File: src/rtl/crc16_pkg.sv
// Package: shared widths, seed and types for the bytewise CRC-16 engine.
// Assumes MSB-first processing, polynomial 0x1021, no output inversion.
package crc16_pkg;
    localparam int CRC_W  = 16;
    localparam int BYTE_W = 8;
    localparam logic [CRC_W-1:0] CRC_SEED = 16'hFFFF;

    typedef logic [CRC_W-1:0]  crc_t;
    typedef logic [BYTE_W-1:0] byte_t;
endpackage

File: src/rtl/crc16_nib_step.sv
// Module: one-byte CRC advance in nibble-shift form.
// Purely combinational; assumes a 16-bit register and an 8-bit input byte
// (the shift amounts are fixed by the 0x1021 polynomial).
module crc16_nib_step
    import crc16_pkg::*;
(
    input  crc_t  crc_i,
    input  byte_t data_i,
    output crc_t  crc_o
);
    localparam int HALF_W = CRC_W / 2;

    crc_t swp, t_in, t_r4, t_l12;

    // Byte swap, input fold, then the three shifted XOR terms.
    always_comb begin
        swp   = {crc_i[HALF_W-1:0], crc_i[CRC_W-1:HALF_W]};
        t_in  = swp ^ crc_t'(data_i);
        t_r4  = t_in ^ crc_t'(t_in[HALF_W-1:0] >> 4);
        t_l12 = t_r4 ^ (t_r4 << 12);
        crc_o = t_l12 ^ (crc_t'(t_l12[HALF_W-1:0]) << 5);
    end
endmodule

File: src/rtl/crc16_state_reg.sv
// Module: CRC state register with reseed selection.
// Presents the base value for the next step (seed on start, else state) and
// captures the stepped value on a valid byte; assumes synchronous active-low reset.
module crc16_state_reg
    import crc16_pkg::*;
#(
    parameter crc_t SEED = CRC_SEED
) (
    input  logic clk,
    input  logic rst_n,
    input  logic start_i,
    input  logic valid_i,
    input  crc_t next_i,
    output crc_t base_o,
    output crc_t crc_q
);
    // Choose the value the step logic advances from.
    always_comb base_o = start_i ? SEED : crc_q;

    // Register update: reset/start reseed, valid captures, else hold.
    always_ff @(posedge clk) begin
        if (!rst_n)
            crc_q <= SEED;
        else if (valid_i)
            crc_q <= next_i;
        else if (start_i)
            crc_q <= SEED;
    end

    assert_reset_seed_R1: assert property (@(posedge clk)
        $rose(rst_n) |-> crc_q == SEED);

    assert_hold_idle_R4: assert property (@(posedge clk) disable iff (!rst_n)
        (!valid_i && !start_i) |=> $stable(crc_q));

    assert_start_reload_R5: assert property (@(posedge clk) disable iff (!rst_n)
        (start_i && !valid_i) |=> crc_q == SEED);

    assert_byte_capture_R3: assert property (@(posedge clk) disable iff (!rst_n)
        valid_i |=> crc_q == $past(next_i));
endmodule

File: src/rtl/crc16_match.sv
// Module: combinational equality flag between the CRC and an expected value.
// Assumes both operands are already aligned 16-bit words.
module crc16_match
    import crc16_pkg::*;
(
    input  crc_t crc_i,
    input  crc_t expect_i,
    output logic eq_o
);
    // Whole-word compare.
    always_comb eq_o = (crc_i == expect_i);
endmodule

File: src/rtl/crc16_byte_engine.sv
// Module: top of the bytewise CRC-16 engine (poly 0x1021, seed 0xFFFF,
// no reflection, no final XOR). One byte is folded per strobed cycle.
// Assumes the caller pulses start_i per frame; start with a byte seeds first.
module crc16_byte_engine
    import crc16_pkg::*;
#(
    parameter crc_t SEED      = CRC_SEED,
    parameter bit   HAS_MATCH = 1'b1
) (
    input  logic        clk,
    input  logic        rst_n,
    input  logic        start_i,
    input  logic        byte_vld_i,
    input  logic [7:0]  byte_i,
    input  logic [15:0] expect_i,
    output logic [15:0] crc_o,
    output logic        match_o
);
    crc_t base, next, state;

    crc16_state_reg #(.SEED(SEED)) u_state (
        .clk     (clk),
        .rst_n   (rst_n),
        .start_i (start_i),
        .valid_i (byte_vld_i),
        .next_i  (next),
        .base_o  (base),
        .crc_q   (state)
    );

    crc16_nib_step u_step (
        .crc_i  (base),
        .data_i (byte_i),
        .crc_o  (next)
    );

    // Drive the result port from the state register.
    always_comb crc_o = state;

    generate
        if (HAS_MATCH) begin : g_match
            crc16_match u_match (
                .crc_i    (state),
                .expect_i (expect_i),
                .eq_o     (match_o)
            );
        end else begin : g_no_match
            assign match_o = 1'b0;
        end
    endgenerate

    assert_seeded_fold_R6: assert property (@(posedge clk) disable iff (!rst_n)
        (start_i && byte_vld_i) |-> base == SEED);
endmodule

File: config.mk
export PLATFORM = sky130hd
export DESIGN_NAME = crc16_byte_engine
export DESIGN_NICKNAME = d
export VERILOG_FILES = /design/src/rtl/crc16_pkg.sv /design/src/rtl/crc16_nib_step.sv /design/src/rtl/crc16_state_reg.sv /design/src/rtl/crc16_match.sv /design/src/rtl/crc16_byte_engine.sv
export SDC_FILE = /design/constraint.sdc
export NUM_CORES = 1
export LEC_CHECK = 0
export CELL_PAD_IN_SITES_DETAIL_PLACEMENT = 1
export CELL_PAD_IN_SITES_GLOBAL_PLACEMENT = 1
export CORE_MARGIN = 3
export CORE_UTILIZATION = 31
export CTS_CLUSTER_DIAMETER = 80
export DETAILED_ROUTE_END_ITERATION = 10
export GPL_TIMING_DRIVEN = 0
export PLACE_DENSITY_LB_ADDON = 0.12
export SLEW_MARGIN = 30
export SYNTH_ARGS = -nofsm -noshare
export SYNTH_HDL_FRONTEND = slang
export SYNTH_SLANG_ARGS = --single-unit
File: constraint.sdc
create_clock -name clk -period 2.2 [get_ports clk]
set_input_delay 0.22 -clock clk [delete_from_list [all_inputs] [get_ports clk]]
set_output_delay 0.22 -clock clk [all_outputs]
set_load 0.005 [all_outputs]
* Yosys cells after proc, flatten, opt, wreduce, memory -nomap -nowiden
Cells that the tools add are included.
** Storage, ports and cells
- Bits in registers :: 16
- Output and inout bits :: 17
- Logic and storage cells :: 8
** Operators by class
- Equal/unequal tests :: 1
- Muxes and demuxes :: 2
- Bitwise operators :: 4
** Operator list (number)
- $mux W16 :: 2
- $eq A16 B16 Y1 :: 1
- $xor A16 B13 Y16 :: 1
- $xor A16 B16 Y16 :: 1
- $xor A16 B4 Y16 :: 1
- $xor A16 B8 Y16 :: 1

* Depth between registers and ports, before layout
- Depth after elaboration :: 6
- Gate-level depth with buffers :: 6
- Mapped depth without buffers :: 4

* Cells and area by module
A second synthesis with hierarchy kept.
** Unflattened totals
- Cells, all modules :: 133
- Area, all modules :: 1286.2 um^2
** By module, submodules not included
- crc16_state_reg :: times used 1, cells an instance 87, area each 716.9 um^2, sequential area each 320.3 um^2
- crc16_nib_step :: times used 1, cells an instance 25, area each 391.6 um^2, sequential area each 0.0 um^2
- crc16_match :: times used 1, cells an instance 21, area each 177.7 um^2, sequential area each 0.0 um^2

* Worst setup path after synthesis
OpenSTA, ideal clock, no wires.
- Path type :: register -> register
- Start :: reg u_state.crc_q[12]
- End :: reg u_state.crc_q[12]
- Arrival time :: 1.465 ns
- Required time :: 2.084 ns
- Path slack :: 0.618 ns
- Cell stages (with the launch flop) :: 6
- Path buffers :: 1
- Clock period less this slack :: 1.582 ns
- Cell sequence :: dfxtp_1 -> clkbuf_2 -> xnor2_1 -> or3_1 -> a211o_1 -> a31o_2
** Between the ends
- Cells in the longest elaborated chain, start to end :: 6
** RTL lines
- from (decl) :: line crc16_state_reg.sv:15 : output crc_t crc_q
- from (signal assigned) :: line crc16_state_reg.sv:25 : crc_q <= next_i;
- $mux W16 (*)
- $xor A16 B8 Y16 :: line crc16_nib_step.sv:18 : t_in = swp ^ crc_t'(data_i);
- $xor A16 B4 Y16 :: line crc16_nib_step.sv:19 : t_r4 = t_in ^ crc_t'(t_in[HALF_W-1:0] >> 4);
- $xor A16 B16 Y16 :: line crc16_nib_step.sv:20 : t_l12 = t_r4 ^ (t_r4 << 12);
- $xor A16 B13 Y16 :: line crc16_nib_step.sv:21 : crc_o = t_l12 ^ (crc_t'(t_l12[HALF_W-1:0]) << 5);
- $mux W16 (*) :: line crc16_state_reg.sv:24 : else if (valid_i)
Every way passes the cells marked *; elsewhere a longest branch is shown, timed or not.
A chain may end at the register's enable or synchronous reset.

* Worst setup path in the final report
- Start :: in expect_i[11]
- End :: out match_o
** Between the ends
- Cells in the longest elaborated chain, start to end :: 1
** RTL lines
- from (decl) :: line crc16_byte_engine.sv:15 : input logic [15:0] expect_i,
- $eq A16 B16 Y1 :: line crc16_match.sv:11 : always_comb eq_o = (crc_i == expect_i);
- to (decl) :: line crc16_byte_engine.sv:17 : output logic match_o
No other way between the ends.

==> metrics <==
CTS tree=built; DRC Markers=0; status=complete, no violations; final core occ=47.61%; Largest regs=u_state.crc_q (16); placed cell count=251; Yosys reg bits=16; Distinct cells, synth=39; Avg WL per Cell=18.15 um; grt total ovfl=0; Fmax=466.5 MHz; Static Leak=0.6497 nW; first-iteration detailed-routing DRC count=74; area of placed instances=1732 um2; Startpoint Class=primary input; Global Route met3 Usage=3.188%; Antenna diodes=0; Final Cycle Share=97.44%; final instance area=1795 um2; # hold bufs at CTS=0; Syn Inst Count=160; minimum clock period=2.144 ns; max reg flops=16; CTS Sinks=16; setup ws final=0.05628 ns; share of layout cells above drive strength 1=6.341%; synthesized area=1241 um2; gr busiest metal=met2; headroom to the max-slew limit=61.70%; Layout Area Growth over Synthesis=44.66%; Setup WS pre-CTS=-0.3016 ns; Power Internal=0.6538 mW; vias=1424; Slew @ Worst Pin=0.5685 ns; critical path arrival=1.92 ns; Crit path required time=1.98 ns; vias per cell=5.628; Seq/Total Area, Yosys=25.81%; drt pass-1 iters=4; Hold WS=0.5251 ns; Post-synth ARST share=0%; Max Cap Violations=0; critical path class=in2out; gp weighted congestion=0.8369; syn_nets=188; gr usage total=19.34%; Die H=69.28 um; Hold Crit Class=in2reg; worst vdd ir=0.2725 mV; initial antenna violation count=0; RSZ-0062 raised after global routing=no; CTS H-tree lvls=1; Clock Skews=0.003982 ns; CTS root buffer=clkbuf_8; Most flops, register=u_state.crc_q; commonest non-fill, non-tap cell in the layout=clkdlybuf4s50_1; crit path capture type=primary output; total routed wirelength=4592 um; full die area=4799 um2; setup tns final=0 ns; post-route ant nets=0; M1 GR Usage=24.85%; Non-Filler Instances=253; clock transition at the registers of the reported paths=0.07 ns; sw power=0.3162 mW; Top FF cell, synth=dfxtp_1; placed wire-length estimate=3475 um; Horiz. Die Dim=69.28 um; number of synthesized flops with an enable pin=0; final setup violation count=0; clock power share=28.9%; clock buffer depth=2; Site Rows=22; pin count of the biggest net entering global routing=11; clk_lat worst skew=0.26 ns; num ports=45; vias in the first global route=1496; Buffers on Ports=43; Sw Share=32.60%; CTS Buf Count=3; Power Density=540.2 nW/um2; Initial Util=32.91%; Synth warnings=0; Fin. Hold Viols=0; total power=0.9700 mW; Slew Viols, Final=0; met2 Usage GRT=33.16%; Avg Synthesized Cell Area=7.757 um2; first-pass GRT wire length=7548 um; Final nets=234; most frequent cells in the layout=clkdlybuf4s50_1 (43), xnor2_1 (23), o21ai_0 (16), dfxtp_1 (16), nor2_1 (13); combinational power share=34.7%; critical path fanouts, max=1; register share of total power=36.3%; core area=3771 um2
==> worst paths after layout <==
kind / start / to / slack, ns / depth (start not counted)
worst max-delay path: expect_i[11] / match_o / 0.06 / 5
worst min-delay path: byte_vld_i / u_state.crc_q[11]$_SDFF_PN1_ / 0.53 / 4
worst max register to register: u_state.crc_q[12]$_SDFF_PN1_ / u_state.crc_q[12]$_SDFF_PN1_ / 0.51 / 5
worst min register to register: u_state.crc_q[13]$_SDFF_PN1_ / u_state.crc_q[13]$_SDFF_PN1_ / 0.63 / 2
==> Yosys cell counts (4+ instances only) <==
master    instances  area [um2]
xnor2_1          24       210.2
nand2_1           6       22.52
a21oi_1           6       30.03
dfxtp_1          16       320.3
and3_1            4       25.02
clkbuf_1          8       30.03
nor2_1           13       48.80
xor2_1            4       35.03
nand4_1           4       25.02
o21ai_0          16       80.08
nor3_1           11       55.05
o21a_1            5       37.54
a211oi_1          5       37.54
==> worst max-delay path, stage by stage <==
cell and delay [ns]:
clkdlybuf4s50_1 0.44, xnor2_1 0.24, nand4_1 0.15, nor4_2 0.32
clkdlybuf4s50_1 0.55
==> cells by family (layout without fill, tap and decap cells) <==
family / Yosys count / in the layout / synth area share, %
flops: 16 / 16 / 25.81
buf+inv: 14 / 59 / 4.335
simple gates: 49 / 49 / 20.26
xor+xnor: 29 / 29 / 21.57
compound gates: 52 / 52 / 28.03
==> per-layer routing <==
layer | vias up | wire [um] | part of all wire [%]
li1 | 677 | - | -
met1 | 696 | 2059 | 45
met2 | 44 | 2239 | 49
met3 | 7 | 230 | 5.0
met4 | 0 | 63 | 1.4
met5 | - | 0 | 0
==> final cells by class <==
cell class | count | area (um2)
inverter | 3 | 11.26
fill | 459 | 1976
sequential | 16 | 320.3
tap | 48 | 60.06
clock buffer | 4 | 55.05
buffer | 9 | 37.54
timing repair buffer | 43 | 430.4
multi-input combinational | 130 | 880.8
==> repair_timing <==
| action | CTS | global route |
|---|---|---|
| endpoints found under the setup margin | 3 | 3 |
| buffers inserted | 0 | 0 |
| resized for setup | 2 | 4 |
| hold endpoints to repair | 0 | 0 |
==> power groups by stage <==
stage	clock (mW)	sequential [mW]	combinational, mW
floorplan	0	0.348	0.183
global placement	0	0.352	0.331
detailed placement	0	0.352	0.340
CTS	0.284	0.353	0.336
global route	0.293	0.357	0.369
finish	0.281	0.352	0.337
Power figures use the tool's default switching activity.
